<file path="src/rtl/sir_endec_pkg.sv">
package sir_endec_pkg;

    localparam int TICKS_PER_BIT = 16;
    localparam int PULSE_START   = 7;
    localparam int PULSE_TICKS   = 3;
    localparam int LP_PERIODS    = 3;
    localparam int DIV_WIDTH     = 8;
    localparam int SYNC_STAGES   = 2;

    typedef enum logic [2:0] {
        ENC_IDLE,
        ENC_WAIT,
        ENC_ARM,
        ENC_PULSE,
        ENC_REST
    } enc_state_t;

    typedef enum logic {
        DEC_IDLE,
        DEC_HOLD
    } dec_state_t;

endpackage

</file>
<file path="src/rtl/sir_lp_divider.sv">
module sir_lp_divider #(
    parameter int DIV_W = 8
) (
    input  logic             clk,
    input  logic             rst_n,
    input  logic [DIV_W-1:0] divisor,
    output logic             lp_tick
);

    logic [DIV_W-1:0] cnt_q;
    logic             div_zero;
    logic [DIV_W-1:0] last_cnt;

    assign div_zero = (divisor == '0);
    assign last_cnt = divisor - DIV_W'(1);

    always_ff @(posedge clk or negedge rst_n) begin
        if (!rst_n) begin
            cnt_q <= '0;
        end else if (div_zero || cnt_q >= last_cnt) begin
            cnt_q <= '0;
        end else begin
            cnt_q <= cnt_q + DIV_W'(1);
        end
    end

    assign lp_tick = !div_zero && (cnt_q == last_cnt);

endmodule

</file>
<file path="src/rtl/sir_encoder.sv">
module sir_encoder
    import sir_endec_pkg::*;
#(
    parameter int TICKS      = 16,
    parameter int START      = 7,
    parameter int WIDTH      = 3,
    parameter int LP_COUNT   = 3
) (
    input  logic clk,
    input  logic rst_n,
    input  logic enable,
    input  logic lowpwr,
    input  logic tick,
    input  logic lp_tick,
    input  logic tx_bit,
    output logic ir_out
);

    localparam int PH_W  = $clog2(TICKS);
    localparam int LPC_W = $clog2(LP_COUNT + 1);
    localparam logic [PH_W-1:0]  PH_ON   = PH_W'(START);
    localparam logic [PH_W-1:0]  PH_OFF  = PH_W'(START + WIDTH);
    localparam logic [PH_W-1:0]  PH_LAST = PH_W'(TICKS - 1);
    localparam logic [LPC_W-1:0] LPC_END = LPC_W'(LP_COUNT - 1);

    enc_state_t        st_q, st_d;
    logic [PH_W-1:0]   ph_q, ph_d;
    logic [LPC_W-1:0]  lpc_q, lpc_d;
    logic              at_boundary;

    assign at_boundary = tick && (st_q != ENC_IDLE) && (ph_q == '0);

    // state register
    always_ff @(posedge clk or negedge rst_n) begin
        if (!rst_n) begin
            st_q  <= ENC_IDLE;
            ph_q  <= '0;
            lpc_q <= '0;
        end else begin
            st_q  <= st_d;
            ph_q  <= ph_d;
            lpc_q <= lpc_d;
        end
    end

    // next state
    always_comb begin
        st_d  = st_q;
        ph_d  = ph_q;
        lpc_d = lpc_q;
        if (!enable) begin
            st_d  = ENC_IDLE;
            ph_d  = '0;
            lpc_d = '0;
        end else begin
            if (tick && st_q != ENC_IDLE) begin
                ph_d = (ph_q == PH_LAST) ? '0 : ph_q + PH_W'(1);
            end
            unique case (st_q)
                ENC_IDLE: begin
                    ph_d = '0;
                    if (tick && !tx_bit) begin
                        st_d = ENC_WAIT;
                        ph_d = PH_W'(1);
                    end
                end
                ENC_WAIT: begin
                    if (tick && ph_q == PH_ON) begin
                        st_d = lowpwr ? ENC_ARM : ENC_PULSE;
                    end
                end
                ENC_ARM: begin
                    if (lp_tick) begin
                        st_d  = ENC_PULSE;
                        lpc_d = '0;
                    end
                end
                ENC_PULSE: begin
                    if (lowpwr) begin
                        if (lp_tick) begin
                            if (lpc_q == LPC_END) st_d = ENC_REST;
                            else                  lpc_d = lpc_q + LPC_W'(1);
                        end
                    end else if (tick && ph_q == PH_OFF) begin
                        st_d = ENC_REST;
                    end
                end
                ENC_REST: begin
                    st_d = ENC_REST;
                end
            endcase
            if (at_boundary) begin
                st_d = tx_bit ? ENC_IDLE : ENC_WAIT;
                ph_d = tx_bit ? '0 : PH_W'(1);
            end
        end
    end

    // outputs
    always_comb begin
        ir_out = enable && (st_q == ENC_PULSE);
    end

endmodule

</file>
<file path="src/rtl/sir_decoder.sv">
module sir_decoder
    import sir_endec_pkg::*;
#(
    parameter int TICKS = 16,
    parameter int SYNC  = 2
) (
    input  logic clk,
    input  logic rst_n,
    input  logic enable,
    input  logic tick,
    input  logic ir_in_n,
    output logic rx_bit
);

    localparam int CNT_W = $clog2(TICKS);
    localparam logic [CNT_W-1:0] CNT_LAST = CNT_W'(TICKS - 1);

    logic [SYNC-1:0]  sync_q;
    logic             prev_q;
    logic             fall;
    dec_state_t       st_q, st_d;
    logic [CNT_W-1:0] cnt_q, cnt_d;

    always_ff @(posedge clk or negedge rst_n) begin
        if (!rst_n) begin
            sync_q <= '1;
            prev_q <= 1'b1;
        end else begin
            sync_q <= {sync_q[SYNC-2:0], ir_in_n};
            prev_q <= sync_q[SYNC-1];
        end
    end

    assign fall = prev_q && !sync_q[SYNC-1];

    // state register
    always_ff @(posedge clk or negedge rst_n) begin
        if (!rst_n) begin
            st_q  <= DEC_IDLE;
            cnt_q <= '0;
        end else begin
            st_q  <= st_d;
            cnt_q <= cnt_d;
        end
    end

    // next state
    always_comb begin
        st_d  = st_q;
        cnt_d = cnt_q;
        if (!enable) begin
            st_d  = DEC_IDLE;
            cnt_d = '0;
        end else begin
            unique case (st_q)
                DEC_IDLE: begin
                    if (fall) begin
                        st_d  = DEC_HOLD;
                        cnt_d = '0;
                    end
                end
                DEC_HOLD: begin
                    if (fall) begin
                        cnt_d = '0;
                    end else if (tick) begin
                        if (cnt_q == CNT_LAST) begin
                            st_d  = DEC_IDLE;
                            cnt_d = '0;
                        end else begin
                            cnt_d = cnt_q + CNT_W'(1);
                        end
                    end
                end
            endcase
        end
    end

    // outputs
    always_comb begin
        rx_bit = !(enable && st_q == DEC_HOLD);
    end

endmodule

</file>
<file path="src/rtl/sir_endec.sv">
module sir_endec
    import sir_endec_pkg::*;
#(
    parameter int TICKS_BIT  = TICKS_PER_BIT,
    parameter int PULSE_AT   = PULSE_START,
    parameter int PULSE_LEN  = PULSE_TICKS,
    parameter int LP_PULSES  = LP_PERIODS,
    parameter int DIV_W      = DIV_WIDTH,
    parameter int SYNC_DEPTH = SYNC_STAGES
) (
    input  logic             clk,
    input  logic             rst_n,
    input  logic             uart_tx_bit,
    input  logic             baud16_en,
    input  logic             sir_en,
    input  logic             lowpwr_sel,
    input  logic [DIV_W-1:0] lp_div,
    input  logic             ir_rx_n,
    output logic             ir_tx,
    output logic             uart_rx_bit
);

    logic lp_tick;

    sir_lp_divider #(
        .DIV_W (DIV_W)
    ) u_div (
        .clk     (clk),
        .rst_n   (rst_n),
        .divisor (lp_div),
        .lp_tick (lp_tick)
    );

    sir_encoder #(
        .TICKS    (TICKS_BIT),
        .START    (PULSE_AT),
        .WIDTH    (PULSE_LEN),
        .LP_COUNT (LP_PULSES)
    ) u_enc (
        .clk     (clk),
        .rst_n   (rst_n),
        .enable  (sir_en),
        .lowpwr  (lowpwr_sel),
        .tick    (baud16_en),
        .lp_tick (lp_tick),
        .tx_bit  (uart_tx_bit),
        .ir_out  (ir_tx)
    );

    sir_decoder #(
        .TICKS (TICKS_BIT),
        .SYNC  (SYNC_DEPTH)
    ) u_dec (
        .clk     (clk),
        .rst_n   (rst_n),
        .enable  (sir_en),
        .tick    (baud16_en),
        .ir_in_n (ir_rx_n),
        .rx_bit  (uart_rx_bit)
    );

endmodule

</file>
<file path="config.mk">
export PLATFORM = sky130hd
export DESIGN_NAME = sir_endec
export DESIGN_NICKNAME = d
export VERILOG_FILES = /design/src/rtl/sir_endec_pkg.sv /design/src/rtl/sir_lp_divider.sv /design/src/rtl/sir_encoder.sv /design/src/rtl/sir_decoder.sv /design/src/rtl/sir_endec.sv
export SDC_FILE = /design/constraint.sdc
export NUM_CORES = 1
export LEC_CHECK = 0
export BUFFER_PORTS_ARGS = -buffer_cell sky130_fd_sc_hd__clkbuf_2
export CORE_ASPECT_RATIO = 0.7
export CORE_MARGIN = 5
export CORE_UTILIZATION = 40
export DETAILED_ROUTE_END_ITERATION = 16
export PLACE_DENSITY = 0.6
export SYNTH_ARGS = -nofsm -noshare
export SYNTH_HDL_FRONTEND = slang
export SYNTH_HIERARCHICAL = 1
export SYNTH_SLANG_ARGS = --single-unit
</file>
<file path="constraint.sdc">
create_clock -name clk -period 3.1 [get_ports clk]
set_clock_uncertainty 0.15 [all_clocks]
set_input_delay 0.31 -clock clk [delete_from_list [all_inputs] [get_ports clk]]
set_output_delay 0.31 -clock clk [all_outputs]
set_load 0.02 [all_outputs]
</file>
==> run summary <==
Status -> finished, final reports clean
Endpoints failing setup -> 0
Leakage power -> 0.803 nW
Setup crit end kind -> flop
Power Dens Cells -> 521 nW/um2
Worst Path Required -> 3.11 ns
Startpoint Class -> primary input
Peak supply drop -> 0.224 mV
Clk buf depth -> 2
Largest net degree at the start of global routing -> 26
Rows -> 20
IO Count -> 17
Worst-path maximum fanout -> 4
Clk Latency, worst-skew pair -> 0.27 ns
Max frequency -> 0.388 GHz
Count of buffers from port buffering -> 16
Detailed-route DRC error count -> 0
Die ar. -> 5820 um2
Die Ht -> 65.3 um
Seq/Total Area, Yosys -> 36.0%
Syn avg cell area -> 9.51 um2
Post-route clock period utilization -> 83.2%
Yosys warnings -> 6
Yosys cell types -> 48
Slew @ Worst Pin -> 0.650 ns
Slew Limit Fails -> 0
Via count -> 1,370
Post-Route Utilization -> 45.5%
H-tree depth -> 1
Hold Crit Class -> flop to flop
Post-synthesis cell count -> 184
Min cycle time layout -> 2.58 ns
Core Box Area -> 4280 um2
Synth Cell Area -> 1750 um2
Post-Place Cell Area -> 1880 um2
Vias per cell -> 5.31
Synthesized net count -> 214
Routed WL -> 3.36 mm
Clock slew at reported path FFs -> 0.10 ns
#FFs+latches synth -> 25
DR WL/cell -> 13.0 um
Post-CTS resize count -> 0
Dpl hpwl -> 2.50 mm
Crit path DAT -> 2.59 ns
Final ANT Viol Nets -> 0
CTS Buf Count -> 3
DRT iter0 DRCs -> 103
Final GP Congestion -> 0.787
Ant diodes -> 0
Setup Crit Path Kind -> primary input to flop
CTS tree -> yes
Design area -> 1950 um2
Clk sinks -> 25
Global route total overflow -> 0
MaxCap Viol Count -> 0
Final Hold Fails -> 0
Hold slack -> 0.213 ns
Total Routing Usage GR -> 13.3%
Max-slew headroom -> 56.7%
Vias in the first global route -> 1,330
Initial antenna violation count -> 0
Setup TNS -> 0 ns
Starting density of the core -> 40.9%
First-pass GRT wire length -> 6.18 mm
Die width -> 89.0 um
Fin nets -> 234
Root Driver -> clkbuf_8
RSZ-0062 raised after global routing -> false
Area delta synth->final -> 11.2%
Drt first pass iters -> 4
Layout cell share with drive strength beyond 1 -> 17.2%
[layout by cell type (no fill, tap or decap), drive strengths merged, types with 2 or more instances in the layout]
cell type / instances
nand3: 12
nor3: 11
nor3b: 4
dlygate4sd3: 2
or3: 2
nor2b: 4
nand2: 19
a31oi: 3
o211ai: 2
nor2: 10
nand4: 4
dfstp: 3
and2: 2
and3: 4
ha: 15
inv: 9
mux2i: 2
o21ai: 9
xnor2: 4
a21oi: 13
dfrtp: 22
xor2: 9
clkbuf: 19
[synth_stat cells (all sizes together)]
library cell,n,area share [%]
a21boi,1,0.43
a21oi,13,3.9
a311o,1,0.57
a31oi,3,1.1
and2,2,0.72
and3,4,2.0
and3b,1,0.50
and4b,1,0.79
and4bb,1,0.72
buf,3,1.2
dfrtp,22,31
dfstp,3,4.5
ha,15,11
inv,9,1.9
mux2i,2,1.1
nand2,19,4.1
nand2b,1,0.36
nand3,12,4.4
nand3b,1,1.1
nand4,4,1.4
nand4b,1,0.50
nand4bb,1,0.64
nor2,10,2.1
nor2b,4,1.4
nor3,11,3.4
nor3b,4,1.7
nor4,1,1.2
nor4b,1,1.4
o2111ai,1,0.50
o211ai,2,1.1
o21ai,9,2.6
o221ai,1,0.50
o22a,1,0.57
o311ai,1,0.50
o31a,1,0.50
o31ai,1,0.43
or3,2,0.72
or4,1,0.43
xnor2,4,2.0
xor2,9,4.5
[registers in the layout (all words and copies together) (netlist names)]
name          cells
u_div/cnt_q       8
u_dec/cnt_q       4
u_enc/ph_q        4
u_enc/st_q        3
u_dec/sync_q      2
u_enc/lpc_q       2
u_dec/prev_q      1
u_dec/st_q        1
[cell type report]
cell class	instances	area, um2
well taps	55	68.8
clock buffers	3	41.3
fillers	420	2330
flip-flops and latches	25	629
repair buffers	18	100
multi-input cells	147	1060
inverters	9	33.8
clock inverters	1	7.51
[report_power, final]
part / internal (mW) / switching [mW] / leakage, nW
Combinational: 0.160 / 0.173 / 0.454
Clock: 0.0913 / 0.112 / 0.0217
Sequential: 0.384 / 0.0943 / 0.327
[critical path: stages]
cell and delay [ns]:
clkbuf_2 0.13, nor2_1 0.14, nor4b_4 0.24, nand2_1 0.10, xor2_1 0.15, ha_1 0.31
nand4_1 0.17, nor3b_1 0.37, nand3_1 0.12, o211ai_1 0.13, and3_4 0.23, o31a_1 0.13
o21ai_1 0.06
[worst paths after layout]
| kind | from | to | slack (ns) | depth (start not counted) |
|---|---|---|---|---|
| hold / removal | u_dec/sync_q[0] | u_dec/sync_q[1] | 0.21 | 0 |
| hold reg to reg | u_dec/sync_q[0] | u_dec/sync_q[1] | 0.21 | 0 |
| setup reg to reg | u_div/cnt_q[5] | u_enc/st_q[0] | 0.87 | 8 |
| setup / recovery | lp_div[2] | u_enc/st_q[0] | 0.52 | 13 |
| max in group asynchronous | rst_n | u_enc/st_q[0] | 1.94 | 2 |
| min in group asynchronous | rst_n | u_dec/st_q | 0.44 | 2 |
[cells by family (layout without fill, tap and decap cells)]
logic type	count (synthesis)	count (layout)	synth area share [%]
AOI/OAI and AO/OA	35	35	12.7
adders and majority gates	15	15	10.7
xor gates and xnor gates	13	13	6.51
muxes	2	2	1.14
DFF	25	25	36.0
and+or+nand+nor	82	82	29.8
buffers and inverters	12	31	3.15
[what timing repair did]
item	CTS	global route
hold buffers	2	0
buffers inserted	0	0
hold endpoints to repair	23	0
[per-layer routing]
metal / wire [um] / global-route usage (%) / vias up
li1: - / - / 709
met1: 1910 / 20.9 / 640
met2: 1330 / 18.3 / 17
met3: 103 / 3.38 / 4
met4: 22 / 2.23 / 0
met5: 0 / 0 / -
[stage by stage]
stage / cells / total power [mW] / worst slack (ns)
finish: 258 / 1.01 / 0.522
CTS: 258 / 1.03 / 0.519
global placement: 252 / 0.817 / 0.333
floorplan: 184 / 0.722 / 0.616
global route: 258 / 1.11 / 0.197
detailed placement: 252 / 0.816 / 0.225
Power figures use the tool's default switching activity.
